--- src/rtl/march_rp_bist.sv ---
module march_rp_bist #(
  parameter int AW        = 4,
  parameter int DW        = 8,
  parameter int LOG_DEPTH = 16
) (
  input  logic          clk,
  input  logic          rst_n,
  input  logic          start,
  output logic [AW-1:0] mem_addr,
  output logic          mem_we,
  output logic          mem_re,
  output logic [DW-1:0] mem_wdata,
  input  logic [DW-1:0] mem_rdata,
  output logic          done,
  output logic          pass,
  input  logic          log_pop,
  output logic          log_valid,
  output logic [AW-1:0] log_addr,
  output logic [DW-1:0] log_exp,
  output logic [DW-1:0] log_obs,
  output logic          log_overflow
);

  localparam int PW = (LOG_DEPTH > 1) ? $clog2(LOG_DEPTH) : 1;
  localparam int CW = $clog2(LOG_DEPTH + 1);
  localparam int EW = AW + 2 * DW;
  localparam logic [AW-1:0] TOP = '1;

  typedef enum logic [1:0] {S_IDLE, S_RUN, S_FIN, S_DONE} st_t;

  st_t           st;
  logic [2:0]    elem;
  logic [1:0]    op;
  logic [AW-1:0] idx;
  logic [1:0]    op_last;

  wire desc    = (elem == 3'd3) || (elem == 3'd4);
  wire is_wr   = (elem == 3'd0) || (op == 2'd1);
  wire is_rp   = (op == 2'd2);
  wire wval    = elem[0];
  wire rval    = ~elem[0];
  wire [AW-1:0] first = desc ? TOP : '0;
  wire [AW-1:0] last  = desc ? '0 : TOP;
  wire [2:0] elem_n   = elem + 3'd1;
  wire desc_n  = (elem_n == 3'd3) || (elem_n == 3'd4);
  wire skip_rp = (op == 2'd1) && (op_last == 2'd2) && (idx == first);
  wire addr_end = (op == op_last) || skip_rp;
  wire go      = start && (st == S_IDLE || st == S_DONE);

  always_comb begin
    case (elem)
      3'd1, 3'd4: op_last = 2'd1;
      3'd2, 3'd3: op_last = 2'd2;
      default:    op_last = 2'd0;
    endcase
  end

  assign mem_addr  = is_rp ? (desc ? idx + AW'(1) : idx - AW'(1)) : idx;
  assign mem_we    = (st == S_RUN) && is_wr;
  assign mem_re    = (st == S_RUN) && !is_wr;
  assign mem_wdata = {DW{wval}};

  always_ff @(posedge clk) begin
    if (!rst_n) begin
      st   <= S_IDLE;
      elem <= '0;
      op   <= '0;
      idx  <= '0;
    end else begin
      case (st)
        S_IDLE, S_DONE: if (go) begin
          st   <= S_RUN;
          elem <= '0;
          op   <= '0;
          idx  <= '0;
        end
        S_RUN: begin
          if (addr_end) begin
            op <= '0;
            if (idx == last) begin
              if (elem == 3'd5) st <= S_FIN;
              else begin
                elem <= elem_n;
                idx  <= desc_n ? TOP : '0;
              end
            end else begin
              idx <= desc ? idx - AW'(1) : idx + AW'(1);
            end
          end else begin
            op <= op + 2'd1;
          end
        end
        default: st <= S_DONE;
      endcase
    end
  end

  logic          chk_v;
  logic [DW-1:0] chk_exp;
  logic [AW-1:0] chk_addr;
  logic          err;

  always_ff @(posedge clk) begin
    if (!rst_n) begin
      chk_v    <= 1'b0;
      chk_exp  <= '0;
      chk_addr <= '0;
    end else begin
      chk_v    <= mem_re;
      chk_exp  <= {DW{is_rp ? wval : rval}};
      chk_addr <= mem_addr;
    end
  end

  wire mismatch = chk_v && (mem_rdata != chk_exp);

  always_ff @(posedge clk) begin
    if (!rst_n)        err <= 1'b0;
    else if (go)       err <= 1'b0;
    else if (mismatch) err <= 1'b1;
  end

  assign done = (st == S_DONE);
  assign pass = done && !err;

  logic [EW-1:0] ram [LOG_DEPTH];
  logic [PW-1:0] wp, rp;
  logic [CW-1:0] cnt;

  wire full = (cnt == CW'(LOG_DEPTH));
  wire push = mismatch && !full;
  wire pop  = log_pop && log_valid;
  assign log_valid = (cnt != '0);

  function automatic logic [PW-1:0] nxt(input logic [PW-1:0] p);
    return (p == PW'(LOG_DEPTH - 1)) ? '0 : p + PW'(1);
  endfunction

  always_ff @(posedge clk) begin
    if (push) ram[wp] <= {chk_addr, chk_exp, mem_rdata};
  end

  always_ff @(posedge clk) begin
    if (!rst_n || go) begin
      wp           <= '0;
      rp           <= '0;
      cnt          <= '0;
      log_overflow <= 1'b0;
    end else begin
      if (push) wp <= nxt(wp);
      if (pop)  rp <= nxt(rp);
      case ({push, pop})
        2'b10:   cnt <= cnt + CW'(1);
        2'b01:   cnt <= cnt - CW'(1);
        default: cnt <= cnt;
      endcase
      if (mismatch && full) log_overflow <= 1'b1;
    end
  end

  assign {log_addr, log_exp, log_obs} = ram[rp];

  assert_rp_neighbour_R3: assert property (@(posedge clk) disable iff (!rst_n)
    (st == S_RUN && is_rp) |->
      ($past(mem_we) && mem_addr == (desc ? $past(mem_addr) + AW'(1) : $past(mem_addr) - AW'(1))));

  assert_solid_wdata_R2: assert property (@(posedge clk) disable iff (!rst_n)
    mem_we |-> (mem_wdata == '0 || mem_wdata == '1));

  assert_overflow_cause_R7: assert property (@(posedge clk) disable iff (!rst_n)
    $rose(log_overflow) |-> $past(mismatch && full));

  assert_done_hold_R8: assert property (@(posedge clk) disable iff (!rst_n)
    (done && !start) |=> done);

  assert_mismatch_fails_R5: assert property (@(posedge clk) disable iff (!rst_n)
    mismatch |=> !pass);

endmodule

--- config.mk ---
export PLATFORM = sky130hd
export DESIGN_NAME = march_rp_bist
export DESIGN_NICKNAME = d
export VERILOG_FILES = /design/src/rtl/march_rp_bist.sv
export SDC_FILE = /design/constraint.sdc
export NUM_CORES = 1
export LEC_CHECK = 0
export ABC_CLOCK_PERIOD_IN_PS = 3600
export BUFFER_PORTS_ARGS = -buffer_cell sky130_fd_sc_hd__buf_2
export CAP_MARGIN = 20
export CORE_MARGIN = 5
export CORE_UTILIZATION = 59
export CTS_CLUSTER_DIAMETER = 80
export CTS_CLUSTER_SIZE = 30
export DETAILED_ROUTE_END_ITERATION = 6
export GPL_TIMING_DRIVEN = 0
export MAX_ROUTING_LAYER = met4
export PLACE_DENSITY = 0.8
export SLEW_MARGIN = 20
export SYNTH_ARGS = -nofsm -noshare
export SYNTH_HDL_FRONTEND = slang
export SYNTH_SLANG_ARGS = --single-unit
--- constraint.sdc ---
create_clock -name clk -period 3.6 [get_ports clk]
set_input_delay 0.18 -clock clk [delete_from_list [all_inputs] [get_ports clk]]
set_output_delay 0.18 -clock clk [all_outputs]
set_load 0.01 [all_outputs]
==> results.sh <==
export IMPL_nNetsFinal=685
export IMPL_critPathKind="reg2out"
export IMPL_async_flop_share_pct=0
export IMPL_synthDominantCellAreaShare_pct=61.0
export IMPL_cts_tree="done"
export IMPL_cp_arrival_ps=3130
export IMPL_dr_total_vias=5594
export IMPL_worstPathCellList="clkbuf_1 -> clkbuf_1 -> mux4_2 -> mux4_2 -> buf_4 -> buf_2"
export IMPL_num_rows=48
export IMPL_dp_hpwl_um=13800
export IMPL_grt_overflow_total=0
export IMPL_layout_commonest_cell="edfxtp_1"
export IMPL_post_cts_setup_buffers=0
export IMPL_rsz0062_at_grt="false"
export IMPL_power_total_mw=5.02
export IMPL_holdWs_ps=48.6
export IMPL_postRouteAntennaNets=0
export IMPL_gp_congestion=0.901
export IMPL_fillerInstances=1173
export IMPL_wl_um=21600
export IMPL_synth_main_ff_cell="edfxtp_1"
export IMPL_root_buffer="clkbuf_16"
export IMPL_syn_area_um2=10200
export IMPL_antenna_cells=0
export IMPL_portBuffers=49
export IMPL_cts_buffer_depth=3
export IMPL_final_hold_viol_count=0
export IMPL_numCtsBuffers=13
export IMPL_first_global_vias=5795
export IMPL_htreeDepth=1
export IMPL_wl_per_cell_um=24.5
export IMPL_vdd_ir_drop_max_mv=0.388
export IMPL_dpl_cell_area_um2=10800
export IMPL_period_share_pct=92.0
export IMPL_cpMaxStageDelayCell="clkbuf_1"
export IMPL_grt_start_max_net_pins=32
export IMPL_yosysWarnings=0
export IMPL_clk_pin_slew_ps=100
export IMPL_synth_area_leader_cell="edfxtp_1"
export IMPL_drc=0
export IMPL_multi_input_area_um2=3000
export IMPL_cp_required_ps=3420
export IMPL_synth_seq_cells=244
export IMPL_cp_top_family="buffers and inverters"
export IMPL_syn_area_per_cell_um2=17.4
export IMPL_critPathBufInv=4
export IMPL_drt_iter0_drc=486
export IMPL_setup_violations=0
export IMPL_post_route_min_period_ps=3310
export IMPL_io_pins=50
export IMPL_die_area_um2=20100
export IMPL_viasPerCell=6.34
export IMPL_worst_pin_slew_ps=1010
export IMPL_grt_pass1_wl_um=33800
export IMPL_synth_area_leaders="edfxtp_1 61%, mux4_2 14%, dfxtp_1 7.0%, ha_1 2.6%, buf_4 1.1%"
export IMPL_antenna_found_initial=0
export IMPL_syn_nets=621
export IMPL_finalSetupTns_ps=0
export IMPL_fin_area_um2=11200
export IMPL_finClkSkew_ps=21.2
export IMPL_slew_headroom_pct=32.9
export IMPL_startpoint_type="flip-flop"
export IMPL_clock_latency_ps=480
export IMPL_fp_dieW_um=142
export IMPL_endpoint_kind="output port"
export IMPL_synth_edf_count=208
export IMPL_p_leak_nw=3.74
export IMPL_grt_use_total_pct=23.0
export IMPL_layout_common_cells="208 x edfxtp_1, 65 x mux4_2, 56 x buf_2"
export IMPL_fmax_mhz=302
export IMPL_cts_repair_resized=4
export IMPL_status="finished, final reports clean"
export IMPL_cp_slowest_stage_delay_ps=770
export IMPL_syn2layout_area_growth_pct=9.66
export IMPL_path_max_fanout=10
export IMPL_powerDensity_nw_per_um2=447
export IMPL_yosysSeqAreaShare_pct=68.0
export IMPL_ff_latch_area_um2=6970
export IMPL_core_area_um2=17200
export IMPL_min_path_type="in2reg"
export IMPL_drive_gt1_share_pct=26.6
export IMPL_slew_viol_final=0
export IMPL_die_y_um=142
export IMPL_cap_violations=0
export IMPL_hold_buffers=0
export IMPL_cts_sinks=244
export IMPL_syn_inst=588
export IMPL_first_pass_iters=5
export IMPL_start_util_pct=59.7
export IMPL_synth_distinct_cells=50
## power breakdown
part	internal, mW	total (mW)	leakage [nW]	switching, mW
sequential	3.07	3.10	2.19	0.0311
clock	0.714	1.60	0.195	0.884
combinational	0.116	0.315	1.35	0.200
total	3.90	5.02	3.74	1.11
## worst reg2reg max path: cells and delay by family (launching register included)
kind	cells	cell delay, ps
flip-flops	1	310
XOR/XNOR	1	120
adder cells (fa/ha/maj)	2	540
buffers and inverters	2	300
AND/OR/NAND/NOR	4	1260
AO/OA/AOI/OAI	4	700
## synthesized netlist by cell type, types with 2 or more instances
cell type	instances
clkbuf_1	19
mux4_2	65
o21ai_0	9
a31oi_1	4
mux2_2	2
xor2_1	7
buf_2	7
xnor2_1	8
a311oi_1	2
o41ai_1	2
inv_1	20
or3_1	6
a311o_1	3
buf_4	15
nor4_1	4
ha_1	21
nand4_1	5
nor3_1	5
nor2b_1	9
and3b_1	3
nand2_1	19
and2_1	9
and3_1	13
mux2i_1	10
a21oi_1	21
dfxtp_1	36
nor2_1	25
edfxtp_1	208
nand3_1	9
nand4b_1	2
## path summary, 6_finish.rpt
path | start | end | slack (ps) | depth (start not counted)
setup reg to reg | cnt[1] | cnt[4] | 320 | 13
hold reg to reg | err | err | 490 | 2
setup / recovery | flip-flop | log_exp[5] | 290 | 6
hold / removal | rst_n | st[1] | 50 | 3
## flip-flops by register name, summed over array words and instances, names as in the netlist, named ones only
signal	count
chk_addr	4
chk_exp	1
chk_v	1
cnt	5
elem	3
err	1
idx	4
log_overflow	1
op	2
ram	208
rp	4
st	2
wp	4
## per-stage QoR
| stage | setup WS [ps] | util [%] | cells |
|---|---|---|---|
| after floorplan | 393 | - | 588 |
| after global placement | -197 | 62.7 | 862 |
| after global routing | 41.2 | 65.4 | 883 |
| final | 288 | 65.4 | 883 |
| after CTS | 30.4 | 65.5 | 885 |
| after detailed placement | -457 | 63.0 | 865 |
## cell type report
type | instances | share of cell area (%)
buffer | 39 | 1.89
clock buffer | 17 | 3.03
clock inverter | 4 | 0.635
inverter | 21 | 0.724
multi-input combinational | 281 | 26.7
sequential | 244 | 62.0
tap | 225 | 2.51
timing repair buffer | 52 | 2.52
## metal layers
layer	part of all wire (%)	track usage (%)	routed length, um	vias up
met5	0	-	0	-
met2	52	39.0	11300	268
met3	7.7	3.61	1680	37
met1	38	30.1	8220	2861
li1	-	-	-	2428
met4	2.1	4.65	448	0
## cell families (layout without fill, tap and decap cells)
kind of cell,after synthesis,after routing,synth area share [%]
xor gates and xnor gates,15,15,1.28
DFF,244,244,68.0
muxes,79,79,15.8
adders and majority gates,21,21,2.56
AOI/OAI and AO/OA,53,53,3.39
and+or+nand+nor,113,113,5.96
buffers and inverters,63,133,2.97
(Power assumes the default switching activity.)
